`config.mk`:
```
export PLATFORM = sky130hd
export DESIGN_NAME = nic_ctrl_regs
export DESIGN_NICKNAME = d
export VERILOG_FILES = /design/src/rtl/nic_regs_pkg.sv /design/src/rtl/nic_cmd_unit.sv /design/src/rtl/nic_irq_unit.sv /design/src/rtl/nic_cfg_bank.sv /design/src/rtl/nic_ctrl_regs.sv
export SDC_FILE = /design/constraint.sdc
export NUM_CORES = 2
export LEC_CHECK = 0
export ABC_AREA = 1
export CELL_PAD_IN_SITES_DETAIL_PLACEMENT = 2
export CELL_PAD_IN_SITES_GLOBAL_PLACEMENT = 2
export CORE_UTILIZATION = 32
export DETAILED_ROUTE_END_ITERATION = 8
export PLACE_DENSITY_LB_ADDON = 0.25
export SLEW_MARGIN = 20
export SYNTH_ARGS = -nofsm -noshare
export SYNTH_HDL_FRONTEND = slang
export SYNTH_HIERARCHICAL = 1
export SYNTH_SLANG_ARGS = --single-unit
export TNS_END_PERCENT = 20
```
`constraint.sdc`:
```
create_clock -name clk -period 2.1 [get_ports clk]
set_input_delay 0.42 -clock clk [delete_from_list [all_inputs] [get_ports clk]]
set_output_delay 0.42 -clock clk [all_outputs]
set_load 0.02 [all_outputs]
```
`src/rtl/nic_regs_pkg.sv`:
```
package nic_regs_pkg;

    localparam int REG_AW  = 6;
    localparam int REG_DW  = 16;
    localparam int REG_CNT = 1 << REG_AW;

    typedef logic [REG_DW-1:0] word_t;
    typedef logic [REG_AW-1:0] ridx_t;

    // register indices the host software decodes
    localparam ridx_t IX_CMD      = 6'h00;
    localparam ridx_t IX_DCFG     = 6'h01;
    localparam ridx_t IX_RXC      = 6'h02;
    localparam ridx_t IX_TXC      = 6'h03;
    localparam ridx_t IX_IMASK    = 6'h04;
    localparam ridx_t IX_ISTAT    = 6'h05;
    localparam ridx_t IX_EOBC     = 6'h13;
    localparam ridx_t IX_RING_LO  = 6'h15;
    localparam ridx_t IX_RING_HI  = 6'h18;
    localparam ridx_t IX_CAMP_LO  = 6'h22;
    localparam ridx_t IX_CAMP_HI  = 6'h24;
    localparam ridx_t IX_REV      = 6'h28;
    localparam ridx_t IX_TALLY_LO = 6'h2C;
    localparam ridx_t IX_TALLY_HI = 6'h2E;
    localparam ridx_t IX_MDT      = 6'h2F;
    localparam ridx_t IX_DCFG2    = 6'h3F;

    // command bit positions
    localparam int CB_HALT  = 0;
    localparam int CB_TX    = 1;
    localparam int CB_RXOFF = 2;
    localparam int CB_RXON  = 3;
    localparam int CB_TSTOP = 4;
    localparam int CB_TRUN  = 5;
    localparam int CB_SRST  = 7;
    localparam int CB_RRA   = 8;
    localparam int CB_CAM   = 9;

    localparam int ST_RBE = 5;

    localparam word_t CMD_WMASK   = 16'h03BF;
    localparam word_t CMD_RST_VAL = 16'h0094;
    localparam word_t IMASK_WMASK = 16'h7FFF;
    localparam word_t DCFG_WMASK  = 16'hBFFF;
    localparam word_t DCFG2_WMASK = 16'hF017;
    localparam word_t TXC_HOST    = 16'hF000;
    localparam word_t RXC_HOST    = 16'hFFE0;
    localparam word_t ALIGN_WMASK = 16'hFFFE;
    localparam word_t TXC_RST_VAL = 16'h0101;
    localparam word_t RXC_RST_VAL = 16'h0020;
    localparam word_t EOBC_RST    = 16'h02F8;

    typedef enum logic [2:0] {
        RK_PLAIN, RK_DROP, RK_CFG, RK_CFG2, RK_RXC, RK_TXC, RK_ALIGN, RK_INVERT
    } rule_kind_t;

    typedef struct packed {
        logic  accept;
        word_t value;
    } wr_result_t;

    typedef struct packed {
        logic tx;
        logic rx_on;
        logic rx_off;
        logic tmr_run;
        logic tmr_halt;
        logic sw_reset;
        logic rra;
        logic cam;
    } act_t;

    function automatic rule_kind_t reg_kind(ridx_t ix);
        rule_kind_t k;
        k = RK_PLAIN;
        if (ix == IX_CMD || ix == IX_IMASK || ix == IX_ISTAT) k = RK_DROP;
        else if ((ix >= IX_CAMP_LO && ix <= IX_CAMP_HI) || ix == IX_REV || ix == IX_MDT) k = RK_DROP;
        else if (ix == IX_DCFG) k = RK_CFG;
        else if (ix == IX_DCFG2) k = RK_CFG2;
        else if (ix == IX_RXC) k = RK_RXC;
        else if (ix == IX_TXC) k = RK_TXC;
        else if (ix >= IX_RING_LO && ix <= IX_RING_HI) k = RK_ALIGN;
        else if (ix >= IX_TALLY_LO && ix <= IX_TALLY_HI) k = RK_INVERT;
        return k;
    endfunction

    function automatic word_t reg_reset_value(ridx_t ix, word_t rev);
        word_t v;
        case (ix)
            IX_RXC:  v = RXC_RST_VAL;
            IX_TXC:  v = TXC_RST_VAL;
            IX_EOBC: v = EOBC_RST;
            IX_REV:  v = rev;
            default: v = '0;
        endcase
        return v;
    endfunction

    function automatic wr_result_t reg_write_rule(ridx_t ix, word_t old, word_t wd, logic in_reset);
        wr_result_t r;
        r.accept = 1'b1;
        r.value  = wd;
        case (reg_kind(ix))
            RK_DROP:   r.accept = 1'b0;
            RK_CFG:    begin r.accept = in_reset; r.value = wd & DCFG_WMASK;  end
            RK_CFG2:   begin r.accept = in_reset; r.value = wd & DCFG2_WMASK; end
            RK_RXC:    r.value = (wd & RXC_HOST) | (old & ~RXC_HOST);
            RK_TXC:    r.value = (wd & TXC_HOST) | (old & ~TXC_HOST);
            RK_ALIGN:  r.value = wd & ALIGN_WMASK;
            RK_INVERT: r.value = ~wd;
            default:   r.value = wd;
        endcase
        return r;
    endfunction

endpackage

```
`src/rtl/nic_cmd_unit.sv`:
```
module nic_cmd_unit
    import nic_regs_pkg::*;
(
    input  logic  clk,
    input  logic  rst,
    input  logic  wr_en,
    input  word_t wd,
    input  logic  tx_done,
    input  logic  rra_done,
    input  logic  cam_done,
    input  logic  rra_kick,
    output word_t cmd_q,
    output act_t  act_q
);
    localparam word_t SRST_BIT = word_t'(1) << CB_SRST;

    word_t cmd_d;
    act_t  act_d;

    always_comb begin
        cmd_d = cmd_q;
        act_d = '0;
        if (tx_done)  cmd_d[CB_TX]  = 1'b0;
        if (rra_done) cmd_d[CB_RRA] = 1'b0;
        if (cam_done) cmd_d[CB_CAM] = 1'b0;
        if (wr_en) begin
            if (cmd_q[CB_SRST] && !wd[CB_SRST]) begin
                cmd_d[CB_SRST] = 1'b0;
            end else begin
                cmd_d = cmd_d | (wd & CMD_WMASK);
                if (wd[CB_RXOFF]) cmd_d[CB_RXON]  = 1'b0;
                if (wd[CB_RXON])  cmd_d[CB_RXOFF] = 1'b0;
                if (wd[CB_TSTOP]) cmd_d[CB_TRUN]  = 1'b0;
                if (wd[CB_TRUN])  cmd_d[CB_TSTOP] = 1'b0;
                act_d.tx       = wd[CB_TX];
                act_d.rx_off   = wd[CB_RXOFF];
                act_d.rx_on    = wd[CB_RXON];
                act_d.tmr_halt = wd[CB_TSTOP];
                act_d.tmr_run  = wd[CB_TRUN];
                act_d.rra      = wd[CB_RRA];
                act_d.cam      = wd[CB_CAM];
                if (wd[CB_SRST]) begin
                    cmd_d[CB_CAM]   = 1'b0;
                    cmd_d[CB_RRA]   = 1'b0;
                    cmd_d[CB_TX]    = 1'b0;
                    cmd_d[CB_HALT]  = 1'b0;
                    cmd_d[CB_SRST]  = 1'b1;
                    cmd_d[CB_RXOFF] = 1'b1;
                    act_d.sw_reset  = 1'b1;
                    act_d.tx        = 1'b0;
                    act_d.rra       = 1'b0;
                    act_d.cam       = 1'b0;
                end
            end
        end
        if (rra_kick) act_d.rra = 1'b1;
    end

    always_ff @(posedge clk) begin
        if (rst) begin
            cmd_q <= CMD_RST_VAL;
            act_q <= '0;
        end else begin
            cmd_q <= cmd_d;
            act_q <= act_d;
        end
    end


    rst_exit_chk: assert property (@(posedge clk) disable iff (rst)
        wr_en && cmd_q[CB_SRST] && !wd[CB_SRST] && !tx_done && !rra_done && !cam_done
        |=> cmd_q == ($past(cmd_q) & ~SRST_BIT));


    cam_src_chk: assert property (@(posedge clk) disable iff (rst)
        act_q.cam |-> $past(wr_en && wd[CB_CAM]));


    rxon_src_chk: assert property (@(posedge clk) disable iff (rst)
        act_q.rx_on |-> $past(wr_en && wd[CB_RXON]));


    srst_chk: assert property (@(posedge clk) disable iff (rst)
        wr_en && wd[CB_SRST]
        |=> cmd_q[CB_SRST] && cmd_q[CB_RXOFF] && !cmd_q[CB_TX] && !act_q.tx && !act_q.cam);


    txdone_chk: assert property (@(posedge clk) disable iff (rst)
        tx_done && !(wr_en && wd[CB_TX]) |=> !cmd_q[CB_TX]);

endmodule

```
`src/rtl/nic_irq_unit.sv`:
```
module nic_irq_unit
    import nic_regs_pkg::*;
(
    input  logic  clk,
    input  logic  rst,
    input  logic  mask_wr,
    input  logic  stat_wr,
    input  word_t wd,
    input  word_t stat_set,
    output word_t imask_q,
    output word_t istat_q,
    output logic  rra_kick,
    output logic  irq
);
    word_t clr;

    assign clr      = stat_wr ? (wd & istat_q) : '0;
    assign rra_kick = clr[ST_RBE];
    assign irq      = |(imask_q & istat_q);

    always_ff @(posedge clk) begin
        if (rst) begin
            imask_q <= '0;
            istat_q <= '0;
        end else begin
            if (mask_wr) imask_q <= wd & IMASK_WMASK;
            istat_q <= (istat_q & ~clr) | stat_set;
        end
    end


    w1c_chk: assert property (@(posedge clk) disable iff (rst)
        stat_wr && stat_set == '0 |=> (istat_q & $past(wd & istat_q)) == '0);


    set_wins_chk: assert property (@(posedge clk) disable iff (rst)
        stat_set != '0 |=> (istat_q & $past(stat_set)) == $past(stat_set));


    no_spurious_chk: assert property (@(posedge clk) disable iff (rst)
        stat_set == '0 |=> (istat_q & ~$past(istat_q)) == '0);

endmodule

```
`src/rtl/nic_cfg_bank.sv`:
```
module nic_cfg_bank
    import nic_regs_pkg::*;
#(
    parameter word_t REV_ID = 16'h0004
) (
    input  logic  clk,
    input  logic  rst,
    input  logic  wr_en,
    input  ridx_t wr_idx,
    input  word_t wr_data,
    input  logic  in_reset,
    input  ridx_t rd_idx,
    output word_t rd_data
);
    word_t view [REG_CNT];

    for (genvar g = 0; g < REG_CNT; g++) begin : g_reg
        localparam ridx_t MY_IX = ridx_t'(g);
        word_t      q;
        wr_result_t res;

        assign res = reg_write_rule(MY_IX, q, wr_data, in_reset);

        always_ff @(posedge clk) begin
            if (rst)
                q <= reg_reset_value(MY_IX, REV_ID);
            else if (wr_en && wr_idx == MY_IX && res.accept)
                q <= res.value;
        end

        assign view[g] = q;
    end

    assign rd_data = view[rd_idx];


    dcfg_lock_chk: assert property (@(posedge clk) disable iff (rst)
        wr_en && wr_idx == IX_DCFG && !in_reset |=> $stable(view[IX_DCFG]));


    rev_ro_chk: assert property (@(posedge clk) disable iff (rst)
        wr_en && wr_idx == IX_REV |=> $stable(view[IX_REV]));

endmodule

```
`src/rtl/nic_ctrl_regs.sv`:
```
module nic_ctrl_regs
    import nic_regs_pkg::*;
#(
    parameter logic [15:0] REV_ID = 16'h0004
) (
    input  logic        clk,
    input  logic        rst,
    input  logic        host_wr,
    input  logic [5:0]  host_addr,
    input  logic [15:0] host_wdata,
    output logic [15:0] host_rdata,
    input  logic        eng_tx_done,
    input  logic        eng_rra_done,
    input  logic        eng_cam_done,
    input  logic [15:0] eng_stat_set,
    output logic        irq,
    output logic        act_tx,
    output logic        act_rx_on,
    output logic        act_rx_off,
    output logic        act_tmr_run,
    output logic        act_tmr_halt,
    output logic        act_sw_reset,
    output logic        act_rra_fetch,
    output logic        act_cam_load
);
    word_t cmd_q, imask_q, istat_q, bank_rd;
    act_t  act_q;
    logic  rra_kick;
    logic  sel_cmd, sel_mask, sel_stat;

    assign sel_cmd  = host_wr && host_addr == IX_CMD;
    assign sel_mask = host_wr && host_addr == IX_IMASK;
    assign sel_stat = host_wr && host_addr == IX_ISTAT;

    nic_cmd_unit u_cmd (
        .clk      (clk),
        .rst      (rst),
        .wr_en    (sel_cmd),
        .wd       (host_wdata),
        .tx_done  (eng_tx_done),
        .rra_done (eng_rra_done),
        .cam_done (eng_cam_done),
        .rra_kick (rra_kick),
        .cmd_q    (cmd_q),
        .act_q    (act_q)
    );

    nic_irq_unit u_irq (
        .clk      (clk),
        .rst      (rst),
        .mask_wr  (sel_mask),
        .stat_wr  (sel_stat),
        .wd       (host_wdata),
        .stat_set (eng_stat_set),
        .imask_q  (imask_q),
        .istat_q  (istat_q),
        .rra_kick (rra_kick),
        .irq      (irq)
    );

    nic_cfg_bank #(.REV_ID(REV_ID)) u_bank (
        .clk      (clk),
        .rst      (rst),
        .wr_en    (host_wr),
        .wr_idx   (host_addr),
        .wr_data  (host_wdata),
        .in_reset (cmd_q[CB_SRST]),
        .rd_idx   (host_addr),
        .rd_data  (bank_rd)
    );

    always_comb begin
        case (host_addr)
            IX_CMD:   host_rdata = cmd_q;
            IX_IMASK: host_rdata = imask_q;
            IX_ISTAT: host_rdata = istat_q;
            default:  host_rdata = bank_rd;
        endcase
    end

    assign act_tx        = act_q.tx;
    assign act_rx_on     = act_q.rx_on;
    assign act_rx_off    = act_q.rx_off;
    assign act_tmr_run   = act_q.tmr_run;
    assign act_tmr_halt  = act_q.tmr_halt;
    assign act_sw_reset  = act_q.sw_reset;
    assign act_rra_fetch = act_q.rra;
    assign act_cam_load  = act_q.cam;

endmodule

```
==> results.md <==
- Vias in the first global route: between 40000 and 50000
- Cell mode on critical path: sky130_fd_sc_hd__nand2_1
- Dominant combinational cell family by area after synthesis: compound AO/OA/AOI/OAI gates
- Termination of the worst setup path: host_rdata[0]
- Number of levels the H-tree was split into: 3
- Final setup fails: 16
- Peak Freq: 340 MHz
- Final weighted congestion in routability-driven placement: about 0.89
- Number of clock buffers inserted by TritonCTS: 110
- Setup slack on the worst flop-to-flop path: about 0.5 ns
- Power density of the placed cells: about 800 mW/mm²
- CTS tree: yes
- Cell with the biggest individual delay on the critical path: sky130_fd_sc_hd__buf_16
- Share of cell area taken by muxes after synthesis: 0
- Floorplan die area: between 0.1 and 0.15 mm²
- Detailed-route wire length per cell: 25.3 µm
- Minimum hold slack: 0.131 ns
- Global router's overall resource usage: 0.299
- Post-DR vias/cell: ~5.6
- Final count of hold timing violations: 0
- Buffers on Ports: between 60 and 70
- Post-synthesis cell count: about 6000
- Number of max-capacitance violations reported: 0
- Post-route clock skew: 0.0103 ns
- Horizontal die dimension: approximately 360 µm
- Number of buffers on the longest clock path: 3
- Cell with the most instances after synthesis: sky130_fd_sc_hd__nand2_1
- Worst reg2reg path startpoint: u_cmd/cmd_q[7]
- Total wire length after detailed routing: about 200 mm
- Endpoint required time on the critical path: about 1.7 ns
- Total overflow reported by the global router: 0
- Number of enable-type register cells in the synthesized netlist: 0
- Xor and xnor fraction of the mapped netlist area: 0
- Post-synthesis cell area: a little over 0.04 mm²
- Hold WC Path Type: primary input to flip-flop
- Top post-synthesis cells by area: sky130_fd_sc_hd__dfxtp_1, sky130_fd_sc_hd__nand2_1, sky130_fd_sc_hd__a21oi_1
- Clock Pin Slew Worst Setup and Hold Paths: approximately 0.06 ns
- # hold bufs at CTS: 0
- Count of cells along the worst register-to-register path: 6
- Worst Setup SP: host_addr[1]
- CP arrival: between 2 and 3 ns
- Area share of the leading cell type in the synthesized netlist: 0.450
- Drt drc: 0
- Total I/O pin count: 69
- Combined buffer and inverter count along the critical path: 7
- Antenna-violating nets left: 0
- Top cell type by total area after synthesis: sky130_fd_sc_hd__dfxtp_1
- Run status: complete, but fails checks
- Start-to-end type of the worst setup path: primary input to output pin
- Register bit count reported by yosys: just over 900
- Max_slew headroom: 0.653
- Count of distinct cell types in the synthesized netlist: 34
- CTS sink cnt: roughly 910
- Top Family by Delay on Critical Path: simple AND/OR/NAND/NOR gates
- Min cycle time layout: just under 3 ns
- Inserted Diodes: 0
- Setup slack after placement: -1.78 ns
- Initial drt markers: between 2000 and 3000
- Root Driver: sky130_fd_sc_hd__clkbuf_16
- Wire length of the first global-routing pass: between 200 and 300 mm
- Instance count on the critical path: 18
- Share of layout cells above drive strength 1: 0.185
- Biggest cell delay along the critical path: 0.18 ns
- Part of the cycle the worst path needs: 1.40
- CORE AREA: ~0.13 mm²
- Post-synthesis sequential area ratio: 0.450
- Pin slew with the least headroom to its limit: 0.520 ns
- Max Fanout on Critical Path: 9
- Crit path setup slack, layout: -0.843 ns
- Largest net degree at the start of global routing: 97
- Critical path endpoint category: output pin
- Type of origin of the critical path: primary input
- R2R Path End: u_bank/g_reg[63].q[0]
- Final count of pins violating max slew: 0
- Skew-Pair Late Insertion Delay: 0.75 ns
- RSZ-0062 raised after global routing: yes
- Area growth, synth to finish: 29.8%
- Basic-gate share of the synthesized area counting and, or, nand and nor cells: 0.227
- Commonest cells in the netlist: sky130_fd_sc_hd__nand2_1, sky130_fd_sc_hd__a21oi_1, sky130_fd_sc_hd__dfxtp_1, sky130_fd_sc_hd__o21ai_0, sky130_fd_sc_hd__nand3_1
- Violations in the final reports: setup timing
- Area share of fa/ha/maj cells after synthesis: 0
- Number of warnings printed during yosys synthesis: 6
- Max rail drop VDD: around 0.65 mV
- Vertical extent of the die: between 300 and 400 µm
- Synthesized area per cell: 6.87 µm²
- Post-synth top flop: sky130_fd_sc_hd__dfxtp_1
- Cell Chain, Critical Path: buf_16, inv_6, buf_4, nor2_4, buf_12, buf_16, buf_6, nand2_1, nand2_1, nand2_1, nand3_1, nand2_1, nand2_2, nand2_1, nand2_4, nand3_4, nand4_1, buf_6
- Initial antenna violation count: 2
- Fin nets: between 6000 and 7000
- HPWL reported at the end of detailed placement: 131 mm
- Proportion of synthesized flip-flops having asynchronous set or reset: 0
- Initial core utilization: 0.323
- Compound-gate portion of the synthesized area: 0.235
- Total iterations of the first detailed-routing run: 6
- Vias post-DR: approximately 44000
- Std-Cell Rows: 130
- Pleak: 22.1 nW
[layer usage]
metal | global-route usage | vias up | wire length [µm]
met1 | 0.389 | 22627 | 88300
met3 | 0.0374 | 305 | 9230
met5 | 0 | - | 0
met2 | 0.504 | 1025 | 94500
li1 | - | 19932 | -
met4 | 0.116 | 0 | 7340
[registers in the layout, summed over array words and instances, names as in the netlist]
name and flops:
u_bank/g.q 866, u_irq/istat_q 16, u_irq/imask_q 15, u_cmd/cmd_q 9, u_cmd/act_q 8
[stage by stage]
stage	area (µm²)	power (mW)	util	instances	setup TNS, ns
floorplan	40900	19.6	-	5922	-0.767
global placement	47500	21.9	0.378	7642	-277.34
detailed placement	47500	21.9	0.378	7642	-332.51
CTS	51900	42.2	0.413	7848	-13.13
global route	52700	43.2	0.419	7864	-13.91
finish	52700	42.1	0.419	7864	-12.56
[cell usage in the layout (no fill, tap or decap), types with 12 or more instances in the layout]
cell type	synthesis	final
sky130_fd_sc_hd__nand2_1	1540	1436
sky130_fd_sc_hd__a21oi_1	963	949
sky130_fd_sc_hd__dfxtp_1	914	886
sky130_fd_sc_hd__o21ai_0	865	857
sky130_fd_sc_hd__buf_4	13	358
sky130_fd_sc_hd__nand3_1	387	323
sky130_fd_sc_hd__inv_1	270	245
sky130_fd_sc_hd__nor2_1	230	181
sky130_fd_sc_hd__buf_12	0	176
sky130_fd_sc_hd__clkbuf_16	0	118
sky130_fd_sc_hd__nand2_2	3	86
sky130_fd_sc_hd__inv_2	49	73
sky130_fd_sc_hd__nand3_2	1	51
sky130_fd_sc_hd__nor2_2	14	51
sky130_fd_sc_hd__nand4_1	43	43
sky130_fd_sc_hd__o21ai_1	34	41
sky130_fd_sc_hd__clkdlybuf4s50_1	0	37
sky130_fd_sc_hd__dfxtp_2	0	28
sky130_fd_sc_hd__buf_6	2	27
sky130_fd_sc_hd__clkinv_2	1	26
sky130_fd_sc_hd__clkbuf_1	302	25
sky130_fd_sc_hd__clkbuf_8	0	21
sky130_fd_sc_hd__nand2_4	0	21
sky130_fd_sc_hd__a21oi_2	6	20
sky130_fd_sc_hd__nor2_4	7	19
sky130_fd_sc_hd__nand3_4	1	15
sky130_fd_sc_hd__bufinv_16	0	12
[worst register-to-register path, stage by stage (launching register included)]
cell and delay (ns):
sky130_fd_sc_hd__dfxtp_1 0.36, sky130_fd_sc_hd__buf_4 0.24, sky130_fd_sc_hd__inv_1 0.09, sky130_fd_sc_hd__nor4_2 0.28, sky130_fd_sc_hd__buf_4 0.30, sky130_fd_sc_hd__o21ai_0 0.14
sky130_fd_sc_hd__a21oi_1 0.12
[kinds of logic after synthesis]
group	Yosys count
buffers and inverters	861
AND/OR/NAND/NOR	2249
flip-flops	914
AO/OA/AOI/OAI	1890
other	2
[power by group]
part           internal [mW]  total (mW)  leakage (nW)  switching (mW)
Combinational           1.51        4.43          12.9            2.93
Clock                   11.8        20.1          1.85            8.27
Sequential              17.5        17.6          7.38          0.0859
[worst min path at each step]
stage                         from             end  slack [ns]  cells past startpoint
floorplan           u_cmd/cmd_q[2]  u_cmd/cmd_q[2]        0.43                      2
global placement    u_cmd/cmd_q[0]  u_cmd/cmd_q[0]        0.44                      2
detailed placement  u_cmd/cmd_q[2]  u_cmd/cmd_q[2]        0.47                      2
CTS                            rst  u_cmd/cmd_q[7]        0.08                      3
global route                   rst  u_cmd/cmd_q[4]        0.12                      3
finish                         rst  u_cmd/cmd_q[7]        0.13                      3
[layout make-up]
class	instances	area, µm²
Inverter	323	1250
Multi-Input combinational cell	4147	19900
Timing Repair Buffer	628	7490
Clock inverter	46	598
Fill cell	14296	73000
Sequential cell	914	18300
Clock buffer	156	3140
Tap cell	1650	2060
[what timing repair did]
action                     4_1_cts  5_1_grt
setup endpoints to repair       25       17
resized for setup              281      163
pin swaps                       36       57
gates cloned                     2        8
setup buffers                    3        9
(Power assumes the default switching activity.)
